**src/rtl/slpseq_pkg.sv**
```systemverilog
package slpseq_pkg;

   // Filtered control code: bit 1 = slp_s5, bit 0 = slp_s3
   localparam logic [1:0] CODE_OFF  = 2'b00;
   localparam logic [1:0] CODE_BAD  = 2'b01;
   localparam logic [1:0] CODE_SUSP = 2'b10;
   localparam logic [1:0] CODE_RUN  = 2'b11;

   typedef enum logic [2:0] {
      PH_BOOT,
      PH_OFF,
      PH_SUSP,
      PH_WAKE,
      PH_RUN,
      PH_DOZE
   } phase_t;

   typedef struct packed {
      logic gate_rel;
      logic sw_en;
      logic ldo_en;
   } rail_ctl_t;

endpackage

```
**src/rtl/lvl_filter.sv**
```systemverilog
module lvl_filter #(
   parameter int STABLE_CYC = 4
) (
   input  logic clk,
   input  logic rst_n,
   input  logic raw,
   output logic clean
);
   localparam int CW = (STABLE_CYC > 1) ? $clog2(STABLE_CYC) : 1;

   generate
      if (STABLE_CYC == 1) begin : g_plain
         always_ff @(posedge clk or negedge rst_n) begin
            if (!rst_n) clean <= 1'b0;
            else        clean <= raw;
         end
      end else begin : g_count
         localparam logic [CW-1:0] LAST = CW'(STABLE_CYC - 1);
         logic [CW-1:0] cnt;
         always_ff @(posedge clk or negedge rst_n) begin
            if (!rst_n) begin
               clean <= 1'b0;
               cnt   <= '0;
            end else if (raw == clean) begin
               cnt <= '0;
            end else if (cnt == LAST) begin
               clean <= raw;
               cnt   <= '0;
            end else begin
               cnt <= cnt + 1'b1;
            end
         end
      end
   endgenerate

endmodule

```
**src/rtl/sleep_fsm.sv**
```systemverilog
module sleep_fsm
   import slpseq_pkg::*;
#(
   parameter int SS_CYC   = 16,
   parameter int DOZE_CYC = 16
) (
   input  logic       clk,
   input  logic       rst_n,
   input  logic [1:0] code,
   input  logic       rail12_ok,
   output phase_t     phase,
   output logic       from_susp
);
   localparam int WAKE_CYC = 3 * SS_CYC;
   localparam int MAXC     = (WAKE_CYC > DOZE_CYC) ? WAKE_CYC : DOZE_CYC;
   localparam int TW       = $clog2(MAXC);
   localparam logic [TW-1:0] SS_LAST   = TW'(SS_CYC - 1);
   localparam logic [TW-1:0] WAKE_LAST = TW'(WAKE_CYC - 1);
   localparam logic [TW-1:0] DOZE_LAST = TW'(DOZE_CYC - 1);

   phase_t        ph_n;
   logic [TW-1:0] tmr, tmr_n;
   logic          fs_n;

   always_comb begin
      ph_n  = phase;
      tmr_n = tmr;
      fs_n  = from_susp;
      case (phase)
         PH_BOOT: begin
            if (tmr == SS_LAST) begin
               tmr_n = '0;
               if (code == CODE_SUSP)     ph_n = PH_SUSP;
               else if (code == CODE_RUN) begin ph_n = PH_WAKE; fs_n = 1'b0; end
               else                       ph_n = PH_OFF;
            end else begin
               tmr_n = tmr + 1'b1;
            end
         end
         PH_OFF: begin
            if (code == CODE_RUN) begin ph_n = PH_WAKE; tmr_n = '0; fs_n = 1'b0; end
         end
         PH_SUSP: begin
            if (code == CODE_RUN)      begin ph_n = PH_WAKE; tmr_n = '0; fs_n = 1'b1; end
            else if (code == CODE_OFF) ph_n = PH_OFF;
         end
         PH_WAKE: begin
            if (code == CODE_OFF)       ph_n = PH_OFF;
            else if (code == CODE_SUSP) ph_n = from_susp ? PH_SUSP : PH_OFF;
            else if (code == CODE_RUN) begin
               if (!rail12_ok)             tmr_n = '0;
               else if (tmr == WAKE_LAST) begin ph_n = PH_RUN; tmr_n = '0; end
               else                        tmr_n = tmr + 1'b1;
            end
         end
         PH_RUN: begin
            if (code == CODE_SUSP)     begin ph_n = PH_DOZE; tmr_n = '0; end
            else if (code == CODE_OFF) ph_n = PH_OFF;
         end
         PH_DOZE: begin
            if (code == CODE_RUN)      ph_n = PH_RUN;
            else if (code == CODE_OFF) ph_n = PH_OFF;
            else if (code == CODE_SUSP) begin
               if (tmr == DOZE_LAST) begin ph_n = PH_SUSP; tmr_n = '0; end
               else                  tmr_n = tmr + 1'b1;
            end
         end
         default: ph_n = PH_BOOT;
      endcase
   end

   always_ff @(posedge clk or negedge rst_n) begin
      if (!rst_n) begin
         phase     <= PH_BOOT;
         tmr       <= '0;
         from_susp <= 1'b0;
      end else begin
         phase     <= ph_n;
         tmr       <= tmr_n;
         from_susp <= fs_n;
      end
   end

endmodule

```
**src/rtl/rail_decode.sv**
```systemverilog
module rail_decode
   import slpseq_pkg::*;
(
   input  phase_t    phase,
   input  logic      from_susp,
   output rail_ctl_t ctl
);
   always_comb begin
      ctl = '{gate_rel: 1'b0, sw_en: 1'b0, ldo_en: 1'b0};
      case (phase)
         PH_OFF:  ctl.ldo_en = 1'b1;
         PH_SUSP: begin ctl.ldo_en = 1'b1; ctl.sw_en = 1'b1; end
         PH_WAKE: begin ctl.ldo_en = 1'b1; ctl.sw_en = from_susp; end
         PH_RUN, PH_DOZE: ctl.gate_rel = 1'b1;
         default: ctl = '{gate_rel: 1'b0, sw_en: 1'b0, ldo_en: 1'b0};
      endcase
   end
endmodule

```
**src/rtl/sleep_rail_seq.sv**
```systemverilog
module sleep_rail_seq
   import slpseq_pkg::*;
#(
   parameter int DEGLITCH_CYC   = 250,
   parameter int SOFTSTART_CYC  = 2050000,
   parameter int SUSP_DELAY_CYC = 15000
) (
   input  logic clk,
   input  logic stby_ok,
   input  logic rail12_ok,
   input  logic slp_s3,
   input  logic slp_s5,
   output logic gate_release,
   output logic stby_sw_en,
   output logic aux_ldo_en
);
   localparam int NCTL = 2;

   generate
      if (DEGLITCH_CYC < 1) begin : g_bad_dg
         $error("DEGLITCH_CYC must be at least 1");
      end
      if (SOFTSTART_CYC < 2) begin : g_bad_ss
         $error("SOFTSTART_CYC must be at least 2");
      end
      if (SUSP_DELAY_CYC < 2) begin : g_bad_sd
         $error("SUSP_DELAY_CYC must be at least 2");
      end
   endgenerate

   logic [NCTL-1:0] raw_code;
   logic [NCTL-1:0] code;
   phase_t          phase;
   logic            from_susp;
   rail_ctl_t       ctl;

   assign raw_code = {slp_s5, slp_s3};

   generate
      for (genvar i = 0; i < NCTL; i++) begin : g_flt
         lvl_filter #(.STABLE_CYC(DEGLITCH_CYC)) flt_i (
            .clk   (clk),
            .rst_n (stby_ok),
            .raw   (raw_code[i]),
            .clean (code[i])
         );
      end
   endgenerate

   sleep_fsm #(.SS_CYC(SOFTSTART_CYC), .DOZE_CYC(SUSP_DELAY_CYC)) fsm_i (
      .clk       (clk),
      .rst_n     (stby_ok),
      .code      (code),
      .rail12_ok (rail12_ok),
      .phase     (phase),
      .from_susp (from_susp)
   );

   rail_decode dec_i (
      .phase     (phase),
      .from_susp (from_susp),
      .ctl       (ctl)
   );

   assign gate_release = ctl.gate_rel;
   assign stby_sw_en   = ctl.sw_en;
   assign aux_ldo_en   = ctl.ldo_en;

endmodule

```
**config.mk**
```make
export PLATFORM = sky130hd
export DESIGN_NAME = sleep_rail_seq
export DESIGN_NICKNAME = d
export VERILOG_FILES = /design/src/rtl/slpseq_pkg.sv /design/src/rtl/lvl_filter.sv /design/src/rtl/sleep_fsm.sv /design/src/rtl/rail_decode.sv /design/src/rtl/sleep_rail_seq.sv
export SDC_FILE = /design/constraint.sdc
export NUM_CORES = 1
export LEC_CHECK = 0
export BUFFER_PORTS_ARGS = -buffer_cell sky130_fd_sc_hd__buf_2
export CAP_MARGIN = 20
export CORE_ASPECT_RATIO = 1.75
export CORE_UTILIZATION = 35
export CTS_BUF_LIST = sky130_fd_sc_hd__clkbuf_8 sky130_fd_sc_hd__clkbuf_16
export CTS_CLUSTER_SIZE = 28
export DETAILED_ROUTE_END_ITERATION = 8
export GPL_TIMING_DRIVEN = 0
export HOLD_SLACK_MARGIN = 0.08
export SYNTH_ARGS = -nofsm -noshare
export SYNTH_HDL_FRONTEND = slang
export SYNTH_SLANG_ARGS = --single-unit
export TNS_END_PERCENT = 10
```
**constraint.sdc**
```tcl
create_clock -name clk -period 2.7 [get_ports clk]
set_input_delay 0.54 -clock clk [delete_from_list [all_inputs] [get_ports clk]]
set_output_delay 0.54 -clock clk [all_outputs]
set_load 0.02 [all_outputs]
```
==> flow_summary.json <==
{
  "synth_enable_flop_cells": 0,
  "diodes": 0,
  "clock.fmax_ghz": 0.4004,
  "fillCellCount": 765,
  "die-area_um2": 8080,
  "grt_max_degree": 46,
  "io_pins": 8,
  "avgSynthCellArea_um2": 8.849,
  "status": "finished clean",
  "syn_to_final_growth_pct": 12.93,
  "syn-num-nets": 319,
  "synth_seq_cells": 45,
  "syn-cell-area_um2": 2699,
  "antenna_found_initial": 0,
  "drt_iter0_drc": 150,
  "finalHoldViolCount": 0,
  "fp-row-count": 42,
  "start_kind": "register",
  "clk_pin_slew_ns": 0.06,
  "endpoint_kind": "register",
  "report.final.setup_viol": 0,
  "fin_crit_sh_pct": 92.49,
  "power_density_nw_per_um2": 768.7,
  "min_path_type": "input port to asynchronous set/reset pin",
  "total_power_uw": 2343,
  "fp.dieW_um": 68.38,
  "insertion_delay_ns": 0.29,
  "vdd_drop_max_mv": 0.2379,
  "tns_ns": 0,
  "cts-buffers-inserted": 5,
  "grt.total_usage_pct": 16.94,
  "skew_ns": 0.003556,
  "grt_pass1_vias": 2227,
  "arrival_ns": 2.68,
  "muxShareOfSynthArea_pct": 0,
  "ant_nets": 0,
  "coreArea_um2": 7515,
  "worst_pin_slew_ns": 0.6198,
  "place_congestion": 0.8639,
  "synthAdderAreaFrac_pct": 4.172,
  "hpwlAfterDp_um": 4420,
  "synthTopCellsByArea": "dfrtp_1, xnor2_1, nor2_1, ha_1, nand2_1",
  "synthDistinctLibCells": 48,
  "slew_violations": 0,
  "clock_sinks": 45,
  "grt_pass1_wl_um": 10320,
  "synthSimpleGateAreaFrac_pct": 27.03,
  "cp_data_required_time_ns": 2.88,
  "overflow": 0,
  "avgViaCountPerCell": 5.356,
  "synthXorXnorAreaFrac_pct": 9.736,
  "clockBufferDepth": 2,
  "drcViolationCount": 0,
  "firstDrtPassIters": 4,
  "period_minus_slack_ns": 2.497,
  "start_util_pct": 35.91,
  "max_cap_viol_count": 0,
  "synth_ff_type": "dfrtp_1",
  "num_vias": 2196,
  "synth-compound-area-share_pct": 12.29,
  "postLayoutCoreUtil_pct": 40.56,
  "layout.nets": 335,
  "ys_warn_count": 0,
  "slew_headroom_pct": 58.40,
  "routed_wl_um": 5919,
  "syn_inst": 305,
  "cts_root_buf": "clkbuf_16",
  "synth_top_area_share_pct": 41.72,
  "p_leak_uw": 0.001205,
  "multi_input_area_um2": 1436,
  "cts_tree": "done",
  "cts-resized-gates": 0,
  "routedWlPerCell_um": 14.44,
  "fin_cells": 410,
  "portBuffers": 7,
  "htreeDepth": 2,
  "die_y_um": 118.2,
  "seq_area_um2": 1126,
  "ys_seq_area_share_pct": 41.72,
  "dp_cells": 400,
  "cp_max_fo": 9,
  "rsz0062_at_grt": "no",
  "timing.hold.ws_ns": 0.09234,
  "layout-drive-gt1-share_pct": 10.25,
  "async_flop_share_pct": 100.0,
  "synth_top_family_by_area": "simple AND/OR/NAND/NOR gates",
  "crit_type": "register to register",
  "yosys.area.top_type": "dfrtp_1"
}
-- through the flow --
step / area (µm²) / worst slack (ns)
finish: 3048 / 0.2027
global route: 3048 / 0.0006715
CTS: 3020 / 0.1103
detailed placement: 2844 / 0.1358
global placement: 2844 / 0.1314
floorplan: 2699 / 0.4380
-- cells in the final DEF, fill, tap and decap left out, drive strengths merged, types with 3 or more instances in the layout --
master / netlist / routed
nor4: 7 / 7
nand2: 25 / 25
nor3: 18 / 18
nor2: 47 / 47
nand4: 7 / 7
o21ai: 19 / 19
nor4b: 3 / 3
buf: 5 / 14
xor2: 7 / 7
and3: 4 / 4
o22ai: 3 / 3
o31ai: 5 / 5
nand2b: 4 / 4
and4: 3 / 3
clkbuf: 8 / 14
a21oi: 7 / 7
xnor2: 23 / 23
dfrtp: 45 / 45
nand3: 14 / 14
inv: 16 / 16
ha: 9 / 9
-- worst paths after layout --
check                                              startpoint  slack, ns                       endpoint  cells after the start
worst max-delay path                     g_flt[0].flt_i.clean       0.20                  fsm_i.tmr[22]                     10
worst min-delay path                                  stby_ok       0.09  g_flt[1].flt_i.g_count.cnt[5]                      1
worst max register to register           g_flt[0].flt_i.clean       0.20                  fsm_i.tmr[22]                     10
worst min register to register  g_flt[1].flt_i.g_count.cnt[0]       0.50  g_flt[1].flt_i.g_count.cnt[0]                      1
max in group asynchronous                             stby_ok       2.15                   fsm_i.tmr[1]                      2
min in group clk                                       slp_s5       0.48           g_flt[1].flt_i.clean                      3
-- sequential cells by signal, summed over array words and instances (netlist names) --
name	count
fsm_i.from_susp	1
fsm_i.phase	3
fsm_i.tmr	23
g_flt.flt_i.clean	2
g_flt.flt_i.g_count.cnt	16
-- report_power, final --
part	switching, µW	internal [µW]
combinational	524	317
clock	255	462
sequential	54.0	730
-- critical path, cell delays in order (launching register included) --
cell	delay, ns
dfrtp_1	0.43
inv_1	0.14
ha_1	0.17
clkbuf_2	0.19
inv_1	0.14
a2111oi_4	0.43
buf_4	0.19
o21ai_4	0.09
nor4_1	0.38
xnor2_1	0.18
nor2_2	0.04
-- routing by layer --
| metal | vias to the layer above | part of all wire, % | global-route usage, % | routed length, µm |
|---|---|---|---|---|
| met5 | - | 0 | 0 | 0 |
| met4 | 0 | 4.3 | 11.07 | 255 |
| met3 | 16 | 2.6 | 3.185 | 156 |
| met2 | 41 | 54 | 29.47 | 3217 |
| met1 | 1054 | 39 | 17.30 | 2289 |
| li1 | 1085 | - | - | - |
-- synthesized netlist by cell type (2+ instances only) --
library cell	count
dfrtp_1	45
nor3_1	18
o31ai_1	5
nor2_1	44
buf_6	2
clkbuf_1	5
xor2_1	7
inv_1	16
nand2b_1	4
ha_1	9
clkbuf_2	3
o211ai_1	2
nor2_2	3
nand3b_1	2
nand4_1	7
nor3b_1	2
a21oi_1	7
o21ai_0	17
xnor2_1	23
buf_4	2
or3_1	2
nand3_1	14
nor2b_1	2
nor4_1	7
nand2_1	25
o22ai_1	3
and3_1	3
a21o_1	2
and4_1	3
nor4b_1	3
-- repair_timing --
action | CTS | global route
buffers inserted | 0 | 1
endpoints found under the setup margin | 0 | 13
hold buffers | 0 | 0
-- cell type report --
type	count	share of cell area (%)
buffer	13	2.504
tap	88	3.612
sequential	45	36.95
clock inverter	2	1.232
inverter	16	1.970
clock buffer	6	4.557
multi-input combinational	231	47.13
timing repair buffer	9	2.053
-- cells by family after synthesis --
family | after synthesis
buf+inv | 29
flops | 45
fa+ha+maj | 9
xor+xnor | 30
compound gates | 47
simple gates | 145
(Power assumes the default switching activity.)
